--- src/rtl/irqc_pkg.sv ---
package irqc_pkg;
  localparam int NSRC      = 4;
  localparam int DW        = 32;
  localparam int BE_W      = DW / 8;
  localparam int ST_LSB    = 28;
  localparam int EN_LSB    = 22;
  localparam int SLOT_W    = 8;
  localparam int PIN_W     = 3;
  localparam int IDX_W     = $clog2(NSRC);
  localparam int SLOT_BASE = 9;
endpackage

--- src/rtl/irqc_edge.sv ---
module irqc_edge (
  input  logic clk,
  input  logic rst_n,
  input  logic src_i,
  output logic rise_o
);
  logic src_q;
  logic src_d;

  always_comb src_d = src_i;

  always_ff @(posedge clk or negedge rst_n) begin
    if (!rst_n) src_q <= 1'b0;
    else        src_q <= src_d;
  end

  assign rise_o = src_i & ~src_q;
endmodule

--- src/rtl/irqc_regs.sv ---
module irqc_regs
  import irqc_pkg::*;
#(
  parameter int N = NSRC
) (
  input  logic            clk,
  input  logic            rst_n,
  input  logic [N-1:0]    rise_i,
  input  logic            wr_en_i,
  input  logic [BE_W-1:0] wr_be_i,
  input  logic [DW-1:0]   wr_data_i,
  output logic [N-1:0]    status_o,
  output logic [N-1:0]    enable_o,
  output logic [DW-1:0]   rd_data_o
);
  logic [DW-1:0] word_q;
  logic [DW-1:0] word_d;
  logic [N-1:0]  clr;
  logic          upd;

  // write-one-clear request per source, gated by the lane holding the flag
  always_comb begin
    for (int i = 0; i < N; i++) begin
      clr[i] = wr_en_i && wr_be_i[(ST_LSB + i) / 8] && wr_data_i[ST_LSB + i];
    end
  end

  always_comb begin
    word_d = word_q;
    for (int b = 0; b < BE_W; b++) begin
      if (wr_en_i && wr_be_i[b]) word_d[8*b +: 8] = wr_data_i[8*b +: 8];
    end
    // pending flags: new edge has priority over a clear
    for (int i = 0; i < N; i++) begin
      word_d[ST_LSB + i] = rise_i[i] | (word_q[ST_LSB + i] & ~clr[i]);
    end
  end

  assign upd = wr_en_i | (|rise_i);

  always_ff @(posedge clk or negedge rst_n) begin
    if (!rst_n)   word_q <= '0;
    else if (upd) word_q <= word_d;
  end

  assign status_o  = word_q[ST_LSB +: N];
  assign enable_o  = word_q[EN_LSB +: N];
  assign rd_data_o = word_q;
endmodule

--- src/rtl/irqc_route.sv ---
module irqc_route
  import irqc_pkg::*;
#(
  parameter int SW    = SLOT_W,
  parameter int PW    = PIN_W,
  parameter int IW    = IDX_W,
  parameter int BASE  = SLOT_BASE,
  parameter int LINES = NSRC
) (
  input  logic [SW-1:0] slot_i,
  input  logic [PW-1:0] pin_i,
  output logic [IW-1:0] idx_o,
  output logic          valid_o
);
  localparam logic [SW:0] LO_SLOT = (SW+1)'(BASE);
  localparam logic [SW:0] HI_SLOT = (SW+1)'(BASE + LINES);
  localparam logic [PW:0] HI_PIN  = (PW+1)'(LINES);

  logic          slot_ok;
  logic          pin_ok;
  logic [IW-1:0] rot;

  always_comb begin
    slot_ok = ({1'b0, slot_i} >= LO_SLOT) && ({1'b0, slot_i} < HI_SLOT);
    pin_ok  = (pin_i != '0) && ({1'b0, pin_i} <= HI_PIN);
    rot     = IW'(slot_i) - IW'(BASE) + IW'(pin_i) - IW'(1);
    valid_o = slot_ok && pin_ok;
    idx_o   = valid_o ? rot : '0;
  end
endmodule

--- src/rtl/irq_combiner.sv ---
module irq_combiner
  import irqc_pkg::*;
(
  input  logic              clk,
  input  logic              rst_n,
  input  logic [NSRC-1:0]   src_i,
  input  logic              wr_en,
  input  logic [BE_W-1:0]   wr_be,
  input  logic [DW-1:0]     wr_data,
  output logic [DW-1:0]     rd_data,
  output logic              irq_o,
  input  logic [SLOT_W-1:0] route_slot,
  input  logic [PIN_W-1:0]  route_pin,
  output logic [IDX_W-1:0]  route_idx,
  output logic              route_valid
);
  logic [NSRC-1:0] rise;
  logic [NSRC-1:0] status;
  logic [NSRC-1:0] enable;
  logic            irq_d;
  logic            irq_q;

  for (genvar k = 0; k < NSRC; k++) begin : g_edge
    irqc_edge u_edge (
      .clk    (clk),
      .rst_n  (rst_n),
      .src_i  (src_i[k]),
      .rise_o (rise[k])
    );
  end

  irqc_regs #(.N(NSRC)) u_regs (
    .clk       (clk),
    .rst_n     (rst_n),
    .rise_i    (rise),
    .wr_en_i   (wr_en),
    .wr_be_i   (wr_be),
    .wr_data_i (wr_data),
    .status_o  (status),
    .enable_o  (enable),
    .rd_data_o (rd_data)
  );

  irqc_route u_route (
    .slot_i  (route_slot),
    .pin_i   (route_pin),
    .idx_o   (route_idx),
    .valid_o (route_valid)
  );

  always_comb irq_d = |(status & enable);

  always_ff @(posedge clk or negedge rst_n) begin
    if (!rst_n) irq_q <= 1'b0;
    else        irq_q <= irq_d;
  end

  assign irq_o = irq_q;
endmodule

--- config.mk ---
export PLATFORM = sky130hd
export DESIGN_NAME = irq_combiner
export DESIGN_NICKNAME = d
export VERILOG_FILES = /design/src/rtl/irqc_pkg.sv /design/src/rtl/irqc_edge.sv /design/src/rtl/irqc_regs.sv /design/src/rtl/irqc_route.sv /design/src/rtl/irq_combiner.sv
export SDC_FILE = /design/constraint.sdc
export NUM_CORES = 1
export LEC_CHECK = 0
export BUFFER_PORTS_ARGS = -buffer_cell sky130_fd_sc_hd__buf_4
export CORE_UTILIZATION = 45
export DETAILED_ROUTE_END_ITERATION = 8
export HOLD_SLACK_MARGIN = 0.08
export PLACE_DENSITY = 0.83
export SLEW_MARGIN = 30
export SYNTH_ARGS = -nofsm -noshare
export SYNTH_HDL_FRONTEND = slang
export SYNTH_SLANG_ARGS = --single-unit
export TNS_END_PERCENT = 1
--- constraint.sdc ---
create_clock -name clk -period 2.7 [get_ports clk]
set_input_delay 0.27 -clock clk [delete_from_list [all_inputs] [get_ports clk]]
set_output_delay 0.27 -clock clk [all_outputs]
set_load 0.005 [all_outputs]
==> summary.md, run 1 <==
| Metric | Value |
|---|---|
| Min Hold Slack | approximately 0.17 ns |
| Power per Cell Area | 535 nW/um^2 |
| Worst-path fanout max | 3 |
| Drt total wl | 3.25 mm |
| Crit path launch type | primary input |
| Hold Path Class | in -> reg |
| Via count | 1,187 |
| Setup TNS | 0 ns |
| Met2 wire length | 1.68 mm |
| Via density | 4.81 |
| Initial antenna violation count | 0 |
| Synth Cell Area | 1460 sq um |
| Antenna-violating nets left | 0 |
| Worst path cell trace | buf_4 -> ha_1 -> xnor2_1 -> or3b_1 -> a31oi_2 -> buf_4 |
| DIE AREA | 3480 sq um |
| Largest net degree at the start of global routing | 38 |
| RSZ-0062 raised after global routing | false |
| Final Critical Period | approximately 1.7 ns |
| Post-synth top area cell | dfrtp_1 |
| Clock-pin slew on the worst setup and hold paths | 0.10 ns |
| VDD IR max | 0.000377 V |
| RePlAce Congestion | ~0.75 |
| Number of iterations in the first detailed-routing pass | 2 |
| Post-synthesis xor/xnor area fraction | 1.20% |
| Fillers | 222 |
| R2r endpoint | u_regs.rd_data_o[2]$_DFFE_PN0P_ |
| Layout Skew | 0.00690 ns |
| Compound-cell area share of the yosys netlist | 3.60% |
| Num CTS Buffers | 5 |
| Synth top area share | approximately 63% |
| Kind of end point of the critical path | output port |
| WL met3 | about 270 um |
| Critical path's top delay family | simple AND/OR/NAND/NOR gates |
| Most frequent cell after synthesis | dfrtp_1 |
| Gr usage total | 21.2% |
| CTS tree | built |
| Top cells by count, synth | dfrtp_1 (37), mux2_2 (28), nand2_1 (10) |
| Remaining DRCs | 0 |
| CTS root buf | clkbuf_4 |
| P_leak | 0.00111 uW |
| Synth Area in Simple Gates | 8.05% |
| R2r setup slk | roughly 1.9 ns |
| Adder-Cell Fraction of Synth Area | less than 1% |
| FP Rows | 20 |
| First-pass GRT wire length | 5.35 mm |
| Netlist cell types | 18 |
| Hold Crit Depth | 2 |
| EDFF count, synth | 0 |
| Global route total overflow | 0 |
| Outcome | complete, no violations |
| Clock buffer depth | 2 |
| Final Max Slew Viols | 0 |
| Final setup viols | 0 |
| CTS Sinks | 37 |
| Core ar. | about 3100 sq um |
| Max-cap violations | 0 |
| Synthesized area per cell | roughly 14 sq um |
| Hold_sp | wr_data[10] |
| WS Path Type | in -> out |
| Die H | 59.0 um |
| Cells after Synth | 104 |
| Die X | 59.0 um |
| Highest Clock Rate | 0.592 GHz |
| Critical Path Max Stage Delay | 0.38 ns |
| Yosys synthesis warning count | 0 |
| Initial cell density of the core | 47.5% |
| Register bit total from synthesis | 37 |
| Fin crit share | 62.6% |
| Metal-1 WL | 1.25 mm |
| Hold Fails Final Rpt | 0 |
| Worst Hold End | u_regs.rd_data_o[10]$_DFFE_PN0P_ |
| Wirelength per Cell | 13.2 um |
| Antenna cell count | 0 |
| H-Tree Depth | 2 |
| Vias in the first global route | 1,261 |
| Async set-reset flop share out of synthesis | 100% |
| Main flop type after synthesis | dfrtp_1 |
| Worst-Margin Slew | 0.441 ns |
| Post-DP HPWL | ~2.6 mm |
| Register area share after synthesis | 63.4% |
| Area Overhead vs Synth | 55.5% |
| Highest routing layer actually used | met4 |
| Worst R2R Path Depth | 1 |
| Clk_lat worst skew | about 0.33 ns |
| Worst EP required | 2.43 ns |
| IO Port Bufs | between 80 and 90 |
| Critical R2R Launch | u_regs.rd_data_o[2]$_DFFE_PN0P_ |
| Final net count | 259 |
| Main combinational cell family by area after synthesis | multiplexers |
| Tot Pwr | between 1000 and 1500 uW |
| Post-CTS setup repair buffer count | 0 |
| Iter 0 DRT Violations | 22 |
| Max transition margin | 70.6% |
| Synth area leaders | dfrtp_1 (63%), mux2_2 (22%), nand2_1 (2.6%) |
| Mux share of post-synthesis cell area | 21.6% |
| CP bufs+invs | 2 |
| Slowest stage cell, crit path | or3b_1 |
| CP Data Arrival Time | 1.42 ns |
| Net count after synthesis | ~160 |
| Boundary pin count | 90 |
| Most frequent CP cell | buf_4 |
| Share of layout cells above drive strength 1 | 61.1% |
[per-stage QoR]
stage | utilization (%) | area [sq um] | cells | setup WS (ns)
6_report | 73.8 | 2270 | 247 | 1.01
5_1_grt | 73.8 | 2270 | 247 | 0.952
4_1_cts | 73.8 | 2270 | 247 | 1.01
3_5_place_dp | 70.8 | 2180 | 236 | 1.01
3_3_place_gp | 70.8 | 2180 | 236 | 1.05
2_1_floorplan | - | 1460 | 104 | 1.30
[layer usage]
layer | vias up | global-route usage, %
li1 | 565 | -
met1 | 560 | 23.2
met2 | 55 | 37.7
met3 | 7 | 7.42
met4 | 0 | 7.82
met5 | - | 0
[cell type report]
type	count	area (sq um)	area share [%]
clock buffer	5	37.5	1.65
clock inverter	1	5.00	0.220
inverter	4	15.0	0.661
multi-input combinational	62	515	22.7
sequential	37	926	40.7
tap	44	55.1	2.42
timing repair buffer	94	718	31.6
[power by group]
| group | switching [uW] | total (uW) | leakage [uW] | internal [uW] |
|---|---|---|---|---|
| registers | 42.7 | 671 | 0.000427 | 628 |
| logic | 96.4 | 296 | 0.000660 | 199 |
| clock network | 159 | 250 | 0.0000269 | 90.3 |
| total | 298 | 1220 | 0.00111 | 918 |
[layout by cell type (no fill, tap or decap)]
cell / instances
a22oi_1: 2
a31oi_2: 1
buf_4: 89
clkbuf_4: 5
clkinv_2: 1
dfrtp_1: 37
dlygate4sd3_1: 5
ha_1: 1
inv_1: 4
mux2_2: 28
nand2_1: 10
nand3_1: 5
nand4b_1: 1
nor2_1: 2
nor3b_1: 2
nor4b_1: 1
o21ai_0: 5
or3_1: 1
or3b_1: 1
xnor2_1: 1
xor2_1: 1
[sequential cells by signal, indices dropped and copies added (netlist names)]
name and flops:
u_regs.rd_data_o 32, g_edge.u_edge.src_q 4, irq_o 1
[repair_timing]
item,in CTS,in global routing
hold buffers,5,0
hold endpoints to repair,41,0
setup endpoints to repair,0,0
gates resized for setup,0,0
[logic make-up after synthesis]
family / count (synthesis)
simple gates: 23
mux: 28
flops: 37
compound gates: 8
fa+ha+maj: 1
xor+xnor: 2
buf+inv: 5
[how the worst max path moves through the flow]
stage / start / endpoint / depth (start not counted)
after CTS: route_slot[0] / route_idx[1] / 6
after global routing: route_slot[0] / route_idx[1] / 6
after floorplan: route_slot[0] / route_idx[1] / 4
after detailed placement: route_slot[0] / route_idx[1] / 6
final: route_slot[0] / route_idx[1] / 6
after global placement: route_slot[0] / route_idx[1] / 6
Power figures use the tool's default switching activity.
==> run 2: changes to the inputs <==
Settings changed: CORE_UTILIZATION 45 to 42, PLACE_DENSITY 0.83 to 0.79.
Clock period 2.7 ns to 1.7 ns, I/O delays scaled along.
==> summary.md, run 2 (synthesized netlist as in run 1, its figures left out) <==
| Metric | Value |
|---|---|
| Most frequent CP cell | buf_4 |
| Max transition margin | 69.9% (-0.70 points) |
| CP Data Arrival Time | 1.32 ns (-0.10 ns) |
| First-pass GRT wire length | 5.78 mm (+7.9%) |
| Clk_lat worst skew | 0.33 ns (about the same) |
| Final Critical Period | roughly 1.5 ns |
| Final cell count without fillers | 278 (+13%) |
| Fin crit share | between 80% and 90% |
| Register Area | 926 sq um (unchanged) |
| Area Overhead vs Synth | 75.7% |
| Max reg flops | 32 (unchanged) |
| Num CTS Buffers | 5 (unchanged) |
| IO Port Bufs | 89 (unchanged) |
| Highest-count cells in the layout ignoring fill and taps | buf_4 (89), dfrtp_1 (37), dlygate4sd3_1 (33) |
| Critical path's top delay family | simple AND/OR/NAND/NOR gates |
| RePlAce Congestion | 0.616 (-18%) |
| Power per Cell Area | 801 nW/um^2 (+50%) |
| CTS tree | built |
| Worst-Margin Slew | 0.452 ns (+0.0105 ns) |
| Number of iterations in the first detailed-routing pass | 4 (+2) |
| Layout Skew | 0.00524 ns (-0.00165 ns) |
| Final Max Slew Viols | 0 (unchanged) |
| Vias in the first global route | 1,354 (+7.4%) |
| Drt total wl | 3.95 mm (+22%) |
| R2r setup slk | 0.90 ns (-1.01 ns) |
| CTS Sinks | 37 (unchanged) |
| Max-cap violations | 0 (unchanged) |
| Antenna cell count | 0 (unchanged) |
| Worst-path fanout max | 3 (unchanged) |
| Dpl cells | 238 (+0.85%) |
| Crit path launch type | primary input |
| DIE AREA | 3720 sq um (+6.9%) |
| Fillers | 207 (-6.8%) |
| P_leak | 0.00124 uW (+11%) |
| Initial cell density of the core | 43.8% (-3.7 points) |
| Final setup viols | 0 (unchanged) |
| Highest Clock Rate | 0.671 GHz |
| Global route total overflow | 0 (unchanged) |
| Remaining DRCs | 0 (unchanged) |
| Antenna-violating nets left | 0 (unchanged) |
| Commonest non-fill, non-tap cell in the layout | buf_4 |
| WS Path Type | in -> out |
| Boundary pin count | 90 (unchanged) |
| Hold Path Class | in -> reg |
| Final net count | 287 (+11%) |
| Worst EP required | 1.53 ns (-0.90 ns) |
| Clock buffer depth | 2 (unchanged) |
| Share of layout cells above drive strength 1 | 53.4% (-7.6 points) |
| Wirelength per Cell | 14.2 um (+8.0%) |
| Via density | 4.78 (-0.60%) |
| Initial antenna violation count | 0 (unchanged) |
| Core ar. | 3340 sq um (+8.4%) |
| Critical Path Max Stage Delay | 0.40 ns (+0.02 ns) |
| Kind of end point of the critical path | output port |
| Largest net degree at the start of global routing | 38 (unchanged) |
| Slowest stage cell, crit path | nor4b_1 |
| CP bufs+invs | 2 (unchanged) |
| CTS root buf | clkbuf_4 |
| Iter 0 DRT Violations | 15 (-32%) |
| FP Rows | 21 (+5.0%) |
| Setup TNS | 0 ns (unchanged) |
| Clock-pin slew on the worst setup and hold paths | 0.10 ns (about the same) |
| RSZ-0062 raised after global routing | false |
| Gr usage total | 22.3% (+1.1 points) |
| H-Tree Depth | 2 (unchanged) |
| VDD IR max | 0.000706 V (+87%) |
| Die H | 61.0 um (+3.4%) |
| Worst path cell trace | buf_4 -> nor4b_1 -> nand4b_1 -> nor3b_1 -> buf_4 |
| Outcome | complete, no violations |
| Multi-input gate area | 515 sq um (unchanged) |
| Die X | 61.0 um (+3.4%) |
| Post-DP HPWL | 2.67 mm (+2.4%) |
| Layout Utilization | 76.9% (+3.1 points) |
| Post-CTS setup repair buffer count | 0 (unchanged) |
| Hold Fails Final Rpt | 0 (unchanged) |
| Via count | 1,328 (+12%) |
[run 2: changes by cell type in the layout (fill, tap and decap cells not counted)]
cell	previous run	this run
dlygate4sd3_1	5	33
clkbuf_1	0	1
clkbuf_8	0	1
clkinv_2	1	0
[run 2: timing repair]
item,CTS,global route
setup endpoints to repair,0,0
hold buffers,33,0
resized for setup,0,0
hold endpoints to repair,69,0
[run 2: where the power goes]
group,internal [uW],switching (uW),leakage [uW]
registers,998,70.3,0.000427
clock network,195,261,0.0000314
logic,359,173,0.000777
total,1550,504,0.00124
[run 2: cell type report]
| type | instances | area share, % |
|---|---|---|
| Tap cell | 46 | 2.24 |
| Timing Repair Buffer | 122 | 38.9 |
| Multi-Input combinational cell | 62 | 20.1 |
| Inverter | 4 | 0.585 |
| Sequential cell | 37 | 36.1 |
| Clock buffer | 7 | 2.14 |
[run 2: metal layers]
layer	part of all wire, %	global-route usage, %	up-vias
met4	2.4	8.77	0
met2	54	40.7	64
met3	7.7	9.17	10
li1	-	-	620
met5	0	0	-
met1	36	22.6	634
[run 2: worst paths after layout]
| check | from | to | cells after the start |
|---|---|---|---|
| setup / recovery | route_slot[4] | route_idx[0] | 5 |
| hold / removal | wr_data[28] | u_regs.rd_data_o[28]$_DFFE_PN0P_ | 4 |
| setup reg to reg | u_regs.rd_data_o[22]$_DFFE_PN0P_ | u_regs.rd_data_o[22]$_DFFE_PN0P_ | 1 |
| hold reg to reg | g_edge[1].u_edge.src_q$_DFF_PN0_ | u_regs.rd_data_o[29]$_DFFE_PN0P_ | 1 |
| max in group asynchronous | rst_n | u_regs.rd_data_o[2]$_DFFE_PN0P_ | 2 |
| min in group asynchronous | rst_n | u_regs.rd_data_o[10]$_DFFE_PN0P_ | 2 |
[run 2: through the flow]
stage / power (uW) / hold WS [ns] / setup slack, ns / area [sq um]
2_1_floorplan: 1220 / -0.126 / 0.498 / 1460
3_3_place_gp: 1530 / 0.142 / 0.238 / 2180
3_5_place_dp: 1550 / 0.156 / 0.216 / 2180
4_1_cts: 2080 / 0.119 / 0.215 / 2570
5_1_grt: 2180 / 0.124 / 0.167 / 2570
6_report: 2060 / 0.128 / 0.210 / 2570
==> run 3: changes to the inputs <==
Settings changed: HOLD_SLACK_MARGIN 0.08 to 0.02, PLACE_DENSITY 0.79 to 0.85.
==> summary.md, run 3 (synthesized netlist as in run 1, its figures left out) <==
| Metric | Value |
|---|---|
| Clock-pin slew on the worst setup and hold paths | 0.11 ns (about the same) |
| Global route total overflow | 0 (unchanged) |
| Commonest non-fill, non-tap cell in the layout | buf_4 |
| Clock power frac | 25.0% (+2.8 points) |
| Remaining DRCs | 0 (unchanged) |
| Gr usage total | 19.7% (-2.6 points) |
| Antenna cell count | 0 (unchanged) |
| Via count | 1,208 (-9.0%) |
| Seq pwr share | 51.9% (about the same) |
| Area Overhead vs Synth | 57.5% |
| H-Tree Depth | 2 (unchanged) |
| Largest net degree at the start of global routing | 38 (unchanged) |
| Post-route design area | 2300 sq um (-10%) |
| P_leak | 0.00113 uW (-8.7%) |
| Initial antenna violation count | 0 (unchanged) |
| Via density | 4.81 (+0.75%) |
| CTS Sinks | 37 (unchanged) |
| WS Path Type | in -> out |
| Most frequent CP cell | buf_4 |
| Worst-path fanout max | 3 (unchanged) |
| Slowest stage cell, crit path | or3b_1 |
| Critical Path Max Stage Delay | 0.37 ns (-0.03 ns) |
| Iter 0 DRT Violations | 18 (+3) |
| Placed inst area | 2180 sq um (unchanged) |
| Fillers | 253 (+22%) |
| RePlAce Congestion | 0.697 (+13%) |
| Vias in the first global route | 1,241 (-8.3%) |
| Switching power | 497 uW (-1.4%) |
| R2r setup slk | 0.89 ns (about the same) |
| Die X | 61.0 um (unchanged) |
| CTS root buf | clkbuf_4 |
| Core ar. | 3340 sq um (unchanged) |
| Post-CTS setup repair buffer count | 0 (unchanged) |
| Boundary pin count | 90 (unchanged) |
| VDD IR max | 0.000672 V (-4.9%) |
| Num CTS Buffers | 5 (unchanged) |
| Crit path launch type | primary input |
| Sw frac | 24.2% (-0.28 points) |
| Max-cap violations | 0 (unchanged) |
| Register Area | 926 sq um (unchanged) |
| Highest-count cells in the layout ignoring fill and taps | buf_4 (89), dfrtp_1 (37), mux2_2 (28) |
| Initial cell density of the core | 43.8% (unchanged) |
| Antenna-violating nets left | 0 (unchanged) |
| Kind of end point of the critical path | output port |
| Internal | 1550 uW (+0.15%) |
| Clk_lat worst skew | 0.33 ns (about the same) |
| IO Port Bufs | 89 (unchanged) |
| Final Max Slew Viols | 0 (unchanged) |
| Hold Path Class | in -> reg |
| Highest Clock Rate | 0.676 GHz (+0.73%) |
| Hold Fails Final Rpt | 0 (unchanged) |
| Critical path's top delay family | simple AND/OR/NAND/NOR gates |
| CP bufs+invs | 2 (unchanged) |
| Clock buffer depth | 2 (unchanged) |
| Fin crit share | 87.0% (-0.63 points) |
| DIE AREA | 3720 sq um (unchanged) |
| CP Data Arrival Time | 1.31 ns (about the same) |
| Wirelength per Cell | 13.7 um (-3.6%) |
| Multi-input gate area | 515 sq um (unchanged) |
| Drt total wl | 3.44 mm (-13%) |
| Layout Skew | 0.00505 ns (-0.000190 ns) |
| First-pass GRT wire length | 5.12 mm (-11%) |
| RSZ-0062 raised after global routing | false |
| Die H | 61.0 um (unchanged) |
| CTS tree | built |
| Power per Cell Area | 891 nW/um^2 (+11%) |
| Setup TNS | 0 ns (unchanged) |
| Share of layout cells above drive strength 1 | 61.5% (+8.0 points) |
| Worst EP required | 1.53 ns (about the same) |
| Worst path cell trace | buf_4 -> ha_1 -> xnor2_1 -> or3b_1 -> a31oi_2 -> buf_4 |
| Max reg flops | 32 (unchanged) |
| Post-DP HPWL | 2.68 mm (+0.52%) |
| Final Critical Period | 1.48 ns (-0.0108 ns) |
| Final setup viols | 0 (unchanged) |
| Number of iterations in the first detailed-routing pass | 3 (-1) |
| FP Rows | 21 (unchanged) |
| Gate power share | 23.0% (-2.9 points) |
| Worst-Margin Slew | 0.460 ns (+0.00804 ns) |
| Max transition margin | 69.3% (-0.54 points) |
| Outcome | complete, no violations |
| Final net count | 259 (-9.8%) |
==> run 3: cell types whose count changed in the layout (fill, tap and decap cells not counted) <==
cell,delta
clkbuf_8,+1
clkbuf_1,-1
dlygate4sd3_1,-28
clkinv_2,+1
==> run 3: worst paths after layout <==
path,start,endpoint,cells past startpoint
max,route_slot[0],route_idx[1],6
min,wr_data[2],u_regs.rd_data_o[2]$_DFFE_PN0P_,2
max reg2reg,u_regs.rd_data_o[30]$_DFFE_PN0P_,irq_o$_DFF_PN0_,2
min reg2reg,g_edge[3].u_edge.src_q$_DFF_PN0_,u_regs.rd_data_o[31]$_DFFE_PN0P_,1
max in group asynchronous,rst_n,u_regs.rd_data_o[24]$_DFFE_PN0P_,2
min in group asynchronous,rst_n,u_regs.rd_data_o[5]$_DFFE_PN0P_,2
==> run 3: layout make-up <==
type / count / area share (%)
clock inverters: 1 / 0.217
inverters: 4 / 0.652
clock buffers: 7 / 2.83
well taps: 46 / 2.50
repair buffers: 94 / 31.2
multi-input cells: 62 / 22.4
flip-flops and latches: 37 / 40.2
==> run 3: stage by stage <==
step           util, %  setup slack (ns)  cells  total power (uW)  hold slack (ns)
4_1_cts           69.0             0.222    251              2080           0.0424
5_1_grt           69.0             0.186    251              2180           0.0336
3_5_place_dp      65.4             0.228    238              1550            0.154
6_report          69.0             0.221    251              2050           0.0588
2_1_floorplan        -             0.498    104              1220           -0.126
3_3_place_gp      65.4             0.257    238              1520            0.140
==> run 3: repair_timing <==
action                    CTS  global route
resized for setup           0             0
hold endpoints to repair   41             0
hold buffers                5             0
==> run 3: routing by layer <==
layer	GRT usage (%)	up-vias	part of all wire, %
li1	-	564	-
met1	20.5	574	38
met2	35.5	66	52
met3	7.04	4	8.3
met4	8.77	0	1.4
met5	0	-	0
==> run 3: worst register-to-register path: stages (launching register included) <==
cell and delay, ns:
dfrtp_1 0.42, a22oi_1 0.22, nand2_1 0.07
==> run 3: power groups by stage <==
stage,sequential (uW),clock (uW),combinational (uW)
final,1070,514,472
after global placement,1070,0,450
after global routing,1080,580,516
after floorplan,1080,0,140
after CTS,1070,536,481
after detailed placement,1080,0,470
